--- src/rtl/rxw_pkg.sv ---
package rxw_pkg;
  localparam logic [15:0] CMPL_GOOD  = 16'h4000;
  localparam logic [15:0] CMPL_SHORT = 16'h6800;
  localparam logic [15:0] CMPL_OVR   = 16'h6200;
  localparam logic [15:0] CMPL_HWERR = 16'h7000;
  localparam logic [15:0] ERR_MASK   = 16'hA900;

  typedef enum logic [1:0] {
    ST_IDLE  = 2'd0,
    ST_RUN   = 2'd1,
    ST_FLUSH = 2'd2
  } wr_state_e;
endpackage

--- src/rtl/rxw_cmpl_enc.sv ---
module rxw_cmpl_enc
  import rxw_pkg::*;
#(
  parameter int LEN_W = 12
) (
  input  logic             short_i,
  input  logic             ovr_i,
  input  logic [15:0]      status_i,
  input  logic [LEN_W:0]   rx_cnt_i,
  input  logic [LEN_W-1:0] len_i,
  output logic [15:0]      cmpl_o,
  output logic [LEN_W-1:0] used_o
);
  logic [15:0]    masked;
  logic [LEN_W:0] excess_w;
  logic [LEN_W:0] net;

  assign masked   = status_i & ERR_MASK;
  assign excess_w = (LEN_W+1)'(status_i[9:8]);

  always_comb begin
    net = '0;
    if (rx_cnt_i > excess_w) net = rx_cnt_i - excess_w - 1'b1;
  end

  always_comb begin
    if (short_i)              cmpl_o = CMPL_SHORT;
    else if (ovr_i)           cmpl_o = CMPL_OVR;
    else if (masked != '0)    cmpl_o = CMPL_HWERR | (masked >> 8);
    else                      cmpl_o = CMPL_GOOD;
  end

  always_comb begin
    if (short_i)          used_o = '0;
    else if (ovr_i)       used_o = len_i;
    else if (net[LEN_W])  used_o = '1;  // clamp; unreachable for legal counts
    else                  used_o = net[LEN_W-1:0];
  end
endmodule

--- src/rtl/rxw_wq.sv ---
module rxw_wq #(
  parameter int ADDR_W = 16,
  parameter int DATA_W = 16,
  parameter int DEPTH  = 8
) (
  input  logic              clk_i,
  input  logic              rst_ni,
  input  logic              push_i,
  input  logic [ADDR_W-1:0] push_addr_i,
  input  logic [DATA_W-1:0] push_data_i,
  input  logic [2:0]        commit_i,
  output logic              we_o,
  output logic [ADDR_W-1:0] addr_o,
  output logic [DATA_W-1:0] data_o
);
  localparam int PTR_W = $clog2(DEPTH);
  localparam int CNT_W = PTR_W + 1;

  logic [ADDR_W-1:0] addr_mem [DEPTH];
  logic [DATA_W-1:0] data_mem [DEPTH];
  logic [PTR_W-1:0]  wr_ptr, rd_ptr;
  logic [CNT_W-1:0]  occ, cmt;
  logic              pop;

  // entries leave only once released by a commit
  assign pop    = (cmt != '0);
  assign we_o   = pop;
  assign addr_o = addr_mem[rd_ptr];
  assign data_o = data_mem[rd_ptr];

  always_ff @(posedge clk_i) begin
    if (push_i) begin
      addr_mem[wr_ptr] <= push_addr_i;
      data_mem[wr_ptr] <= push_data_i;
    end
  end

  always_ff @(posedge clk_i or negedge rst_ni) begin
    if (!rst_ni) begin
      wr_ptr <= '0;
      rd_ptr <= '0;
      occ    <= '0;
      cmt    <= '0;
    end else begin
      if (push_i) wr_ptr <= wr_ptr + 1'b1;
      if (pop)    rd_ptr <= rd_ptr + 1'b1;
      occ <= occ + CNT_W'(push_i) - CNT_W'(pop);
      cmt <= cmt + CNT_W'(commit_i) - CNT_W'(pop);
    end
  end

  p_no_overflow_r3: assert property (@(posedge clk_i) disable iff (!rst_ni)
    push_i |-> (occ < CNT_W'(DEPTH)) || pop);

  p_commit_bound_r3: assert property (@(posedge clk_i) disable iff (!rst_ni)
    (CNT_W+1)'(cmt) + (CNT_W+1)'(commit_i) <= (CNT_W+1)'(occ) + (CNT_W+1)'(push_i));
endmodule

--- src/rtl/rx_buf_writer.sv ---
module rx_buf_writer
  import rxw_pkg::*;
#(
  parameter int ADDR_W = 16,
  parameter int LEN_W  = 12,
  parameter int QDEPTH = 8
) (
  input  logic              clk_i,
  input  logic              rst_ni,
  input  logic              start_i,
  input  logic [ADDR_W-1:0] base_i,
  input  logic [LEN_W-1:0]  len_i,
  input  logic              word_valid_i,
  input  logic [15:0]       word_i,
  input  logic              eop_i,
  input  logic [15:0]       status_i,
  output logic              mem_we_o,
  output logic [ADDR_W-1:0] mem_addr_o,
  output logic [15:0]       mem_wdata_o,
  output logic              done_o,
  output logic [15:0]       completion_o,
  output logic [LEN_W-1:0]  used_o
);
  localparam int GRP = 4;

  wr_state_e         state_q;
  logic [ADDR_W-1:0] base_q;
  logic [LEN_W-1:0]  len_q;
  logic [LEN_W:0]    rx_cnt_q;
  logic [1:0]        grp_q;
  logic              short_q, ovr_q;

  logic              in_run, acc, store, in_quad;
  logic [LEN_W:0]    len_w, quad_lim;
  logic [2:0]        commit;
  logic [15:0]       cmpl_d;
  logic [LEN_W-1:0]  used_d;

  assign in_run   = (state_q == ST_RUN);
  assign len_w    = {1'b0, len_q};
  assign quad_lim = {1'b0, len_q[LEN_W-1:2], 2'b00};
  assign acc      = in_run && word_valid_i && !short_q && !ovr_q;
  assign store    = acc && (rx_cnt_q < len_w);
  assign in_quad  = (rx_cnt_q < quad_lim);

  always_comb begin
    commit = 3'd0;
    if (in_run && eop_i)                  commit = {1'b0, grp_q};
    else if (store && !in_quad)           commit = 3'd1;
    else if (store && grp_q == 2'(GRP-1)) commit = 3'(GRP);
  end

  rxw_wq #(
    .ADDR_W(ADDR_W),
    .DATA_W(16),
    .DEPTH (QDEPTH)
  ) u_wq (
    .clk_i      (clk_i),
    .rst_ni     (rst_ni),
    .push_i     (store),
    .push_addr_i(base_q + ADDR_W'(rx_cnt_q[LEN_W-1:0])),
    .push_data_i(word_i),
    .commit_i   (commit),
    .we_o       (mem_we_o),
    .addr_o     (mem_addr_o),
    .data_o     (mem_wdata_o)
  );

  rxw_cmpl_enc #(.LEN_W(LEN_W)) u_enc (
    .short_i (short_q),
    .ovr_i   (ovr_q),
    .status_i(status_i),
    .rx_cnt_i(rx_cnt_q),
    .len_i   (len_q),
    .cmpl_o  (cmpl_d),
    .used_o  (used_d)
  );

  always_ff @(posedge clk_i or negedge rst_ni) begin
    if (!rst_ni) begin
      state_q      <= ST_IDLE;
      base_q       <= '0;
      len_q        <= '0;
      rx_cnt_q     <= '0;
      grp_q        <= '0;
      short_q      <= 1'b0;
      ovr_q        <= 1'b0;
      done_o       <= 1'b0;
      completion_o <= '0;
      used_o       <= '0;
    end else begin
      done_o <= 1'b0;
      unique case (state_q)
        ST_IDLE: begin
          if (start_i) begin
            base_q   <= base_i;
            len_q    <= len_i;
            rx_cnt_q <= '0;
            grp_q    <= '0;
            short_q  <= (len_i < LEN_W'(GRP));
            ovr_q    <= 1'b0;
            state_q  <= ST_RUN;
          end
        end
        ST_RUN: begin
          if (eop_i) begin
            completion_o <= cmpl_d;
            used_o       <= used_d;
            grp_q        <= '0;
            state_q      <= ST_FLUSH;
          end else if (acc) begin
            // index len is the CRC slot; one past it is an overrun
            if (rx_cnt_q > len_w) ovr_q <= 1'b1;
            else                  rx_cnt_q <= rx_cnt_q + 1'b1;
            if (store && in_quad) grp_q <= grp_q + 1'b1;
          end
        end
        ST_FLUSH: begin
          if (!mem_we_o) begin
            done_o  <= 1'b1;
            state_q <= ST_IDLE;
          end
        end
        default: state_q <= ST_IDLE;
      endcase
    end
  end

  p_short_quiet_r1: assert property (@(posedge clk_i) disable iff (!rst_ni)
    (in_run && short_q) |-> !mem_we_o);

  p_addr_window_r2: assert property (@(posedge clk_i) disable iff (!rst_ni)
    mem_we_o |-> ((mem_addr_o - base_q) < ADDR_W'(len_q)));

  p_done_pulse_r9: assert property (@(posedge clk_i) disable iff (!rst_ni)
    done_o |=> !done_o);

  p_done_drained_r9: assert property (@(posedge clk_i) disable iff (!rst_ni)
    done_o |-> !mem_we_o);

  p_result_held_r9: assert property (@(posedge clk_i) disable iff (!rst_ni)
    !(in_run && eop_i) |=> $stable(completion_o) && $stable(used_o));

  p_in_word_eop_excl: assert property (@(posedge clk_i) disable iff (!rst_ni)
    !(word_valid_i && eop_i));

  p_in_start_idle: assert property (@(posedge clk_i) disable iff (!rst_ni)
    start_i |-> (state_q == ST_IDLE));
endmodule

--- config.mk ---
export PLATFORM = sky130hd
export DESIGN_NAME = rx_buf_writer
export DESIGN_NICKNAME = d
export VERILOG_FILES = /design/src/rtl/rxw_pkg.sv /design/src/rtl/rxw_cmpl_enc.sv /design/src/rtl/rxw_wq.sv /design/src/rtl/rx_buf_writer.sv
export SDC_FILE = /design/constraint.sdc
export NUM_CORES = 1
export LEC_CHECK = 0
export BUFFER_PORTS_ARGS = -buffer_cell sky130_fd_sc_hd__buf_2
export CAP_MARGIN = 15
export CORE_MARGIN = 8
export CORE_UTILIZATION = 32
export CTS_BUF_LIST = sky130_fd_sc_hd__clkbuf_8
export DETAILED_ROUTE_END_ITERATION = 16
export PLACE_DENSITY_LB_ADDON = 0.1
export RECOVER_POWER = 25
export SETUP_SLACK_MARGIN = 0.5
export SYNTH_ARGS = -nofsm -noshare
export SYNTH_HDL_FRONTEND = slang
export SYNTH_HIERARCHICAL = 1
export SYNTH_SLANG_ARGS = --single-unit
export TNS_END_PERCENT = 5
--- constraint.sdc ---
create_clock -name clk_i -period 5.7 [get_ports clk_i]
set_input_delay 0.285 -clock clk_i [delete_from_list [all_inputs] [get_ports clk_i]]
set_output_delay 0.285 -clock clk_i [all_outputs]
set_load 0.05 [all_outputs]
==> results.toml <==
[critical_path]
crit_family = "simple AND/OR/NAND/NOR gates"
timing.critical_path.mode_cell = "a21o_1"
cp_slowest_stage_delay_ns = 0.70
worstPathArrival_ns = 4.29
end_kind = "register"
worst-path-buf-inv = 2
cp_max_fo = 18
worst_path_max_delay_cell = "nor2_4"
critPathRequiredTime_ns = 6.02
cp-start-kind = "register"
path_cells = "ha_1 > a21o_1 > a211o_1 > a21o_1 > or3_1 > inv_1 > nand2_1 > nor2_4 > buf_4"
critPathKind = "reg2reg"

[synthesis]
synth_compound_area_frac = 0.0507
synth.area.mux_share = 0.149
synth_xor_area_frac = 0.0151
netlist_area_um2 = 15100
ys_seq_elements = 342
avgSynthCellArea_um2 = 15.8
synth_top_area_frac = 0.509
synth_fa_ha_area_frac = 0.0354
synth_simple_gate_area_share = 0.0697
synth_top_family_by_area = "multiplexers"
syn_inst = 954
yosysSeqAreaShare = 0.651
synth_largest_area_cell = "edfxtp_1"
synthArstFlopShare = 0.251
yosys_warnings = 6
yosys-top-cells-area = "edfxtp_1 51%, dfrtp_1 14%, mux4_2 5.8%"
synth.most_common_cell = "edfxtp_1"
synthDistinctLibCells = 67
synth_flop_cell = "edfxtp_1"
synth_edf_count = 256
synth_common_cells = "256 x edfxtp_1, 103 x nand2_1, 86 x dfrtp_1, 64 x mux2_2, 40 x inv_1"

[floorplan]
ioPinCount = 127
rows = 79
die_h_um = 233
initial_utilization = 0.325
fp.dieW_um = 233
die-area_um2 = 54400
coreArea_um2 = 46600

[routing]
drt_iter0_drc = 352
vias = 8638
drc = 0
wl_mm = 34.8
drtPass1Iterations = 4
avgRoutedWirePerCell_um = 19.2
ant_nets = 0
avgViaCountPerCell = 4.76

[clock_tree]
clk_pin_slew_worst_paths_ns = 0.06
cts-htree-levels = 2
cts_buffer_depth = 3
clock-root-buffer = "clkbuf_8"
clock-sinks = 342
cts_tree = "built"
numCtsBuffers = 59
insertion_delay_ns = 0.65

[timing]
setup_violations = 0
fin_tns_setup_ns = 0
period_needed_ns = 3.97
fmax_mhz = 252
slew_viol_final = 0
period_share = 0.697
hold_viol_final = 0
rsz0062_at_grt = "false"
tightest_slew_ns = 1.13
relSlewSlack = 0.244
finClkSkew_ns = 0.0312

[job]
cap_violations = 0

[global_route]
grt_pass1_wl_mm = 54.4
antenna_found_initial = 2
grt_max_degree = 76
grt_pass1_vias = 9303
overflow = 0
grtUsageTotal = 0.130

[placed_design]
port_buffers = 115
dp.cells = 1655
hpwl_mm = 21.8
gp_congestion = 0.728

[layout]
layoutNonFillerInstCount = 1814
seq_area_um2 = 9850
fin_util = 0.386
multiInputGateArea_um2 = 4930
final_nets = 1267
area_growth_pct = 18.9
drive_gt1_frac = 0.259
nFillCells = 4446

[min_path]
hold_class = "in2reg"

[pwr]
power.leakage_nw = 6.84
peakVddDrop_v = 0.000320
power.density_nw_per_um2 = 506

[run_status]
outcome = "finished, final reports clean"
==> layer usage <==
layer,wire [um],vias to the layer above,GRT usage
met1,15600,4328,0.164
met5,10,-,0
met2,16900,157,0.219
met3,1510,58,0.0298
met4,791,2,0.0393
li1,-,4093,-
==> cell usage in the layout (no fill, tap or decap), drive strengths merged, types with 14 or more instances in the layout <==
master,netlist,final
nor2,31,31
mux2,64,64
buf,26,115
a21oi,28,28
nand2,103,103
xnor2,19,19
dlygate4sd3,0,52
clkinv,0,18
mux4,64,64
inv,40,63
clkbuf,18,81
dfrtp,86,86
ha,38,38
o21ai,33,33
edfxtp,256,256
nor3,14,14
==> kinds of logic after synthesis <==
family          after synthesis
mux                         128
buf+inv                      84
fa+ha+maj                    41
flops                       342
xor+xnor                     26
simple gates                214
other cells                   2
compound gates              117
==> registers in the layout (all words and copies together), names as in the netlist, 2 cells and up <==
signal	cells
u_wq/wr_ptr	3
completion_o	16
u_wq/rd_ptr	3
len_q	12
state_q	2
u_wq/cmt	4
grp_q	2
rx_cnt_q	13
used_o	12
u_wq/data_mem	128
u_wq/addr_mem	128
base_q	16
==> through the flow <==
stage / setup slack (ns) / total power, mW / instance area, um^2 / hold WS (ns)
global route: 1.49 / 9.66 / 18000 / 0.157
finish: 1.73 / 9.09 / 18000 / 0.161
CTS: 1.67 / 9.31 / 18000 / 0.0892
floorplan: 0.889 / 6.25 / 15100 / -0.0106
global placement: 1.72 / 7.17 / 16400 / 0.155
detailed placement: 1.68 / 7.19 / 16400 / 0.155
==> power breakdown <==
part	internal, mW	total [mW]	switching (mW)
sequential	3.22	3.60	0.378
clock	1.03	2.03	1.00
combinational	1.25	3.46	2.22
==> layout make-up <==
class	instances	area share
tap	607	0.0423
inverter	40	0.00836
clock inverter	42	0.0106
clock buffer	64	0.0490
multi-input combinational	534	0.275
antenna	1	0.000139
sequential	342	0.548
timing repair buffer	184	0.0669
==> worst reg2reg max path, cell delays in order, from the launching register on <==
cell and delay (ns):
dfrtp_1 0.58, ha_1 0.36, a21o_1 0.20, a211o_1 0.30, a21o_1 0.22, or3_1 0.47
inv_1 0.18, nand2_1 0.24, nor2_4 0.71, buf_4 0.41
==> what timing repair did <==
item / CTS / global route
endpoints found under the hold margin: 174 / 0
gates resized for setup: 0 / 0
setup buffers: 0 / 0
hold buffers: 52 / 0
==> worst paths after layout <==
kind | endpoint | cells past startpoint | start | slack [ns]
max | u_wq/addr_mem[7][5] | 9 | rx_cnt_q[10] | 1.73
min | completion_o[12] | 4 | status_i[8] | 0.16
max reg2reg | u_wq/addr_mem[7][5] | 9 | rx_cnt_q[10] | 1.73
min reg2reg | base_q[0] | 2 | base_q[0] | 0.49
max in group asynchronous | u_wq/rd_ptr[0] | 3 | rst_ni | 4.43
min in group asynchronous | u_wq/cmt[0] | 3 | rst_ni | 0.58
Note: power is estimated with default switching activity, not from simulation.
